<file path="config.mk">
export PLATFORM = sky130hd
export DESIGN_NAME = tx_jabber_guard
export DESIGN_NICKNAME = d
export VERILOG_FILES = /design/src/rtl/jab_pkg.sv /design/src/rtl/jab_span_counter.sv /design/src/rtl/jab_ctrl_fsm.sv /design/src/rtl/tx_jabber_guard.sv
export SDC_FILE = /design/constraint.sdc
export NUM_CORES = 1
export LEC_CHECK = 0
export BUFFER_PORTS_ARGS = -buffer_cell sky130_fd_sc_hd__clkbuf_2
export CORE_MARGIN = 1.5
export CORE_UTILIZATION = 50
export CTS_BUF_LIST = sky130_fd_sc_hd__clkbuf_8
export CTS_CLUSTER_SIZE = 12
export DETAILED_ROUTE_END_ITERATION = 16
export GPL_ROUTABILITY_DRIVEN = 0
export HOLD_SLACK_MARGIN = 0.12
export PLACE_DENSITY = 0.67
export SLEW_MARGIN = 20
export SYNTH_ARGS = -nofsm -noshare
export SYNTH_HDL_FRONTEND = slang
export SYNTH_SLANG_ARGS = --single-unit
</file>
<file path="constraint.sdc">
create_clock -name clk -period 2.05 [get_ports clk]
set_input_delay 0.41 -clock clk [delete_from_list [all_inputs] [get_ports clk]]
set_output_delay 0.41 -clock clk [all_outputs]
set_load 0.01 [all_outputs]
</file>
<file path="src/rtl/jab_pkg.sv">
package jab_pkg;
    typedef enum logic [1:0] {
        ST_IDLE = 2'd0,
        ST_SEND = 2'd1,
        ST_JAB  = 2'd2
    } jab_state_t;
endpackage

</file>
<file path="src/rtl/jab_span_counter.sv">
// Saturating run-length counter with synchronous clear.
module jab_span_counter #(
    parameter int unsigned MAX = 8,
    localparam int unsigned W = $clog2(MAX + 1)
) (
    input  logic         clk,
    input  logic         rst_n,
    input  logic         clr,
    input  logic         inc,
    output logic [W-1:0] cnt
);
    localparam logic [W-1:0] TOP = W'(MAX);

    always_ff @(posedge clk or negedge rst_n) begin
        if (!rst_n) begin
            cnt <= '0;
        end else if (clr) begin
            cnt <= '0;
        end else if (inc && cnt != TOP) begin
            cnt <= cnt + 1'b1;
        end
    end
endmodule

</file>
<file path="src/rtl/jab_ctrl_fsm.sv">
module jab_ctrl_fsm
    import jab_pkg::*;
(
    input  logic       clk,
    input  logic       rst_n,
    input  logic       active,
    input  logic       tx_en,
    input  logic       run_full,
    input  logic       quiet_full,
    input  logic       stat_rd,
    output jab_state_t state,
    output logic       tx_gate,
    output logic       col,
    output logic       jab_live,
    output logic       jab_sticky
);
    jab_state_t nxt;
    logic       entry;

    // State register
    always_ff @(posedge clk or negedge rst_n) begin
        if (!rst_n) state <= ST_IDLE;
        else        state <= nxt;
    end

    // Next-state logic
    always_comb begin
        nxt = state;
        if (!active) begin
            nxt = ST_IDLE;
        end else begin
            unique case (state)
                ST_IDLE: if (tx_en) nxt = ST_SEND;
                ST_SEND: begin
                    if (!tx_en)        nxt = ST_IDLE;
                    else if (run_full) nxt = ST_JAB;
                end
                ST_JAB:  if (quiet_full) nxt = ST_IDLE;
                default: nxt = ST_IDLE;
            endcase
        end
    end

    assign entry = (state == ST_SEND) && (nxt == ST_JAB);

    // Sticky status: a new entry wins over a read on the same edge
    always_ff @(posedge clk or negedge rst_n) begin
        if (!rst_n)       jab_sticky <= 1'b0;
        else if (entry)   jab_sticky <= 1'b1;
        else if (stat_rd) jab_sticky <= 1'b0;
    end

    // Outputs
    always_comb begin
        jab_live = (state == ST_JAB);
        col      = jab_live;
        tx_gate  = tx_en && !jab_live;
    end
endmodule

</file>
<file path="src/rtl/tx_jabber_guard.sv">
module tx_jabber_guard
    import jab_pkg::*;
#(
    parameter int unsigned JAB_LIMIT_CYC = 500_000,
    parameter int unsigned RELEASE_CYC   = 12_500_000
) (
    input  logic clk,
    input  logic rst_n,
    input  logic tx_en_i,
    input  logic speed_10_i,
    input  logic jab_off_i,
    input  logic stat_rd_i,
    output logic tx_gate_o,
    output logic col_o,
    output logic jab_live_o,
    output logic jab_latched_o
);
    localparam int unsigned RW = $clog2(JAB_LIMIT_CYC + 1);
    localparam int unsigned QW = $clog2(RELEASE_CYC + 1);
    localparam logic [RW-1:0] RUN_TOP  = RW'(JAB_LIMIT_CYC);
    localparam logic [QW-1:0] QUIET_LAST = QW'(RELEASE_CYC - 1);

    jab_state_t    state;
    logic          active;
    logic [RW-1:0] run_cnt;
    logic [QW-1:0] quiet_cnt;
    logic          run_full;
    logic          quiet_full;

    assign active = speed_10_i && !jab_off_i;

    jab_span_counter #(.MAX(JAB_LIMIT_CYC)) run_ctr_i (
        .clk   (clk),
        .rst_n (rst_n),
        .clr   (!active || !tx_en_i || state == ST_JAB),
        .inc   (tx_en_i),
        .cnt   (run_cnt)
    );

    jab_span_counter #(.MAX(RELEASE_CYC)) quiet_ctr_i (
        .clk   (clk),
        .rst_n (rst_n),
        .clr   (!active || tx_en_i || state != ST_JAB),
        .inc   (!tx_en_i),
        .cnt   (quiet_cnt)
    );

    assign run_full   = tx_en_i && (run_cnt == RUN_TOP);
    assign quiet_full = (state == ST_JAB) && !tx_en_i && (quiet_cnt == QUIET_LAST);

    jab_ctrl_fsm fsm_i (
        .clk        (clk),
        .rst_n      (rst_n),
        .active     (active),
        .tx_en      (tx_en_i),
        .run_full   (run_full),
        .quiet_full (quiet_full),
        .stat_rd    (stat_rd_i),
        .state      (state),
        .tx_gate    (tx_gate_o),
        .col        (col_o),
        .jab_live   (jab_live_o),
        .jab_sticky (jab_latched_o)
    );
endmodule

</file>
==> qor.json <==
{
  "status": {"value": "completed"},
  "max_freq": {"value": 579, "unit": "MHz"},
  "kind_of_start_point_of_the_critical_path": {"value": "flip-flop"},
  "buffer_ports.inserted": {"value": 9},
  "grt_pass1_wl": {"value": 8290, "unit": "um"},
  "reg2reg_slack": {"value": 0.32, "unit": "ns"},
  "yosys.cell_types.count": {"value": 48},
  "diodes": {"value": 0},
  "ir_drop": {"value": 0.000353, "unit": "V"},
  "synth.top_cells.by_count": {"value": "46 x sky130_fd_sc_hd__dfrtp_1, 23 x sky130_fd_sc_hd__nor2_1, 18 x sky130_fd_sc_hd__nand4_1"},
  "critPathMaxStageDelay": {"value": 0.49, "unit": "ns"},
  "nNetsFinal": {"value": 286},
  "crit_fanout": {"value": 10},
  "pwr_density_cell": {"value": 585, "unit": "nW/um2"},
  "finalMaxSlewViolations": {"value": 0},
  "clock_sink_count": {"value": 46},
  "crit_required": {"value": 2.27, "unit": "ns"},
  "grt_antenna_before_repair": {"value": 0},
  "die-width": {"value": 74.6, "unit": "um"},
  "synth_seq_area_share": {"value": 45.0, "unit": "%"},
  "die_h": {"value": 74.6, "unit": "um"},
  "setup.worst_path.class": {"value": "flip-flop to flip-flop"},
  "final.setup.tns": {"value": 0, "unit": "ns"},
  "sw_power": {"value": 0.318, "unit": "mW"},
  "dp_hpwl": {"value": 3360, "unit": "um"},
  "cts-root-buf": {"value": "sky130_fd_sc_hd__clkbuf_8"},
  "total_leakage_power": {"value": 1.10, "unit": "nW"},
  "grt_max_degree": {"value": 25},
  "first_global_vias": {"value": 1859},
  "maxCapViolCount": {"value": 0},
  "h-tree-depth": {"value": 2},
  "io_pins": {"value": 10},
  "clock_tree.buffer_depth": {"value": 2},
  "clockPowerShare": {"value": 41.5, "unit": "%"},
  "dr.pass1.iters": {"value": 4},
  "crit_start": {"value": "quiet_ctr_i.cnt[0]"},
  "hold_path_class": {"value": "input pin to flip-flop"},
  "worst_r2r_path_depth": {"value": 5},
  "cts_buffers": {"value": 5},
  "cts_tree": {"value": "done"},
  "place_ws": {"value": 0.338, "unit": "ns"},
  "worst_path_setup_slack_after_routing": {"value": 0.324, "unit": "ns"},
  "fillCellCount": {"value": 437},
  "ant_nets": {"value": 0},
  "track_usage": {"value": 19.5, "unit": "%"},
  "area_delta_synth_final": {"value": 8.90, "unit": "%"},
  "timing.final.crit_share": {"value": 84.2, "unit": "%"},
  "slew-limit-headroom": {"value": 62.1, "unit": "%"},
  "yosysMostFrequentCell": {"value": "sky130_fd_sc_hd__dfrtp_1"},
  "post_synth.cell_area_avg": {"value": 9.70, "unit": "um2"},
  "tightest_slew": {"value": 0.569, "unit": "ns"},
  "async_flop_share": {"value": 100, "unit": "%"},
  "cell_breakdown_of_the_critical_path": {"value": "ha_1 -> and4_1 -> nand2_4 -> or4_1 -> a21oi_1"},
  "core_region_area": {"value": 4820, "unit": "um2"},
  "finClkSkew": {"value": 0.00541, "unit": "ns"},
  "fin_cells": {"value": 343},
  "critical_path.slowest_cell": {"value": "sky130_fd_sc_hd__or4_1"},
  "clk_pin_slew": {"value": 0.08, "unit": "ns"},
  "r2r-start": {"value": "quiet_ctr_i.cnt[0]"},
  "fp-row-count": {"value": 25},
  "synth.net_count": {"value": 274},
  "synthCells": {"value": 264},
  "ys.warnings.count": {"value": 0},
  "layout-drive-gt1-share": {"value": 10.1, "unit": "%"},
  "synth_top_flop_cell": {"value": "sky130_fd_sc_hd__dfrtp_1"},
  "drt_initial_violations": {"value": 192},
  "globalRouteOverflowTotal": {"value": 0},
  "r2r-end": {"value": "quiet_ctr_i.cnt[22]"},
  "synth_top_cells_by_area": {"value": "sky130_fd_sc_hd__dfrtp_1 45%, sky130_fd_sc_hd__xor2_1 5.5%, sky130_fd_sc_hd__nand4_1 4.4%, sky130_fd_sc_hd__nor2_1 3.4%, sky130_fd_sc_hd__a21oi_1 3.3%"},
  "synthesis.area": {"value": 2560, "unit": "um2"},
  "grt_setup_unrepaired": {"value": "no"},
  "post-route-min-period": {"value": 1.73, "unit": "ns"},
  "top_area_cell_type_share_of_the_netlist_area": {"value": 45.0, "unit": "%"},
  "total_wirelength_of_the_detailed_routed_design": {"value": 4720, "unit": "um"},
  "crit_path_arrival_time": {"value": 1.95, "unit": "ns"},
  "power.sequential.fraction": {"value": 55.9, "unit": "%"},
  "final-hold-violation-count": {"value": 0},
  "route.detailed.wl_per_inst": {"value": 13.7, "unit": "um"},
  "placedCellCount": {"value": 335},
  "combPwrFrac": {"value": 2.7, "unit": "%"},
  "p_int": {"value": 1.31, "unit": "mW"},
  "setup-violations-final": {"value": 0},
  "initial_utilization": {"value": 53.1, "unit": "%"},
  "endpoint": {"value": "quiet_ctr_i.cnt[22]"},
  "post_drt_via_cell_ratio": {"value": 5.72},
  "drc_errors_left": {"value": 0},
  "insertion_delay": {"value": 0.30, "unit": "ns"},
  "routed-via-count": {"value": 1963},
  "die_area": {"value": 5560, "unit": "um2"},
  "synth_enable_flop_cells": {"value": 0},
  "swShare": {"value": 19.5, "unit": "%"},
  "synth_seq_cells": {"value": 46},
  "synth_top_cell_by_area": {"value": "sky130_fd_sc_hd__dfrtp_1"},
  "crit_path_end_kind": {"value": "flip-flop"}
}
[metrics by stage]
stage                     power, mW  area [um2]  hold WS (ns)  util, %
after CTS                      1.65        2790         0.365     57.9
after global routing           1.69        2790         0.388     57.9
after global placement        0.972        2670         0.440     55.3
after detailed placement      0.973        2670         0.437     55.3
final                          1.63        2790         0.372     57.9
after floorplan               0.941        2560         0.114        -
[repair_timing]
action                    4_1_cts  5_1_grt
hold buffers                    1        0
hold endpoints to repair       21        0
setup buffers                   0        0
resized for setup               0        0
[power by group through the flow]
stage / registers [mW] / logic (mW) / clock network, mW
finish: 0.910 / 0.0433 / 0.676
floorplan: 0.928 / 0.0128 / 0
global route: 0.911 / 0.0514 / 0.732
global placement: 0.929 / 0.0437 / 0
CTS: 0.910 / 0.0455 / 0.695
detailed placement: 0.929 / 0.0440 / 0
[cells by family after synthesis]
family                   Yosys count  share of synthesized area, %
AO/OA/AOI/OAI                     42                          10.5
buffers and inverters             22                          4.30
adder cells (fa/ha/maj)            4                          1.96
multiplexers                       1                         0.391
XOR/XNOR                          21                          7.18
AND/OR/NAND/NOR                  128                          30.7
flip-flops                        46                          45.0
[worst max-delay path: cells and delay by family, from the launching register on]
| family | cells | cell delay (ns) |
|---|---|---|
| DFF | 1 | 0.40 |
| AOI/OAI and AO/OA | 1 | 0.17 |
| and+or+nand+nor | 3 | 0.87 |
| adders and majority gates | 1 | 0.20 |
[area by class of cell]
| cell class | count | area, um2 | share of cell area [%] |
|---|---|---|---|
| multi-input combinational | 196 | 1300 | 46.6 |
| sequential | 46 | 1150 | 41.3 |
| timing repair buffer | 16 | 100 | 3.59 |
| tap | 67 | 83.8 | 3.01 |
| clock buffer | 6 | 82.6 | 2.96 |
| inverter | 11 | 41.3 | 1.48 |
| clock inverter | 1 | 30.0 | 1.08 |
[layout by cell type (no fill, tap or decap), types with 2 or more instances in the layout]
master and instances:
sky130_fd_sc_hd__nand4_1 18, sky130_fd_sc_hd__nor2_1 23, sky130_fd_sc_hd__dfrtp_1 46, sky130_fd_sc_hd__nor3_1 3, sky130_fd_sc_hd__xor2_1 16, sky130_fd_sc_hd__nand2b_1 3, sky130_fd_sc_hd__a211o_1 2, sky130_fd_sc_hd__clkbuf_8 6
sky130_fd_sc_hd__clkbuf_2 9, sky130_fd_sc_hd__a21oi_1 17, sky130_fd_sc_hd__xnor2_1 5, sky130_fd_sc_hd__or3_1 2, sky130_fd_sc_hd__buf_4 6, sky130_fd_sc_hd__nor2b_1 2, sky130_fd_sc_hd__ha_1 4, sky130_fd_sc_hd__and2_1 3
sky130_fd_sc_hd__nor4_1 4, sky130_fd_sc_hd__o21ai_0 2, sky130_fd_sc_hd__o31ai_1 10, sky130_fd_sc_hd__and4_1 6, sky130_fd_sc_hd__nand3_1 14, sky130_fd_sc_hd__nor4b_1 2, sky130_fd_sc_hd__a31o_1 3, sky130_fd_sc_hd__inv_1 11
sky130_fd_sc_hd__nor3b_1 4, sky130_fd_sc_hd__or4_1 10, sky130_fd_sc_hd__nand3_4 2, sky130_fd_sc_hd__o21ai_1 3, sky130_fd_sc_hd__nand2_1 13, sky130_fd_sc_hd__and3_1 8, sky130_fd_sc_hd__nand3b_1 2
[metal layers]
| layer | track usage (%) | wire, um |
|---|---|---|
| met4 | 6.67 | 77 |
| met2 | 33.4 | 2330 |
| met5 | 0 | 0 |
| met1 | 24.4 | 2200 |
| met3 | 4.20 | 111 |
[worst min path at each step]
stage / from / endpoint / slack, ns / depth (start not counted)
4_1_cts: stat_rd_i / fsm_i.jab_sticky / 0.36 / 3
5_1_grt: stat_rd_i / fsm_i.jab_sticky / 0.39 / 3
2_1_floorplan: rst_n / fsm_i.jab_sticky / 0.11 / 0
3_5_place_dp: rst_n / quiet_ctr_i.cnt[23] / 0.44 / 1
3_3_place_gp: rst_n / quiet_ctr_i.cnt[13] / 0.44 / 1
6_report: stat_rd_i / fsm_i.jab_sticky / 0.37 / 3
[flip-flops by register name (all words and copies together), names as in the netlist]
| register | flops |
|---|---|
| run_ctr_i.cnt | 19 |
| fsm_i.jab_sticky | 1 |
| fsm_i.state | 2 |
| quiet_ctr_i.cnt | 24 |
(Power assumes the default switching activity.)
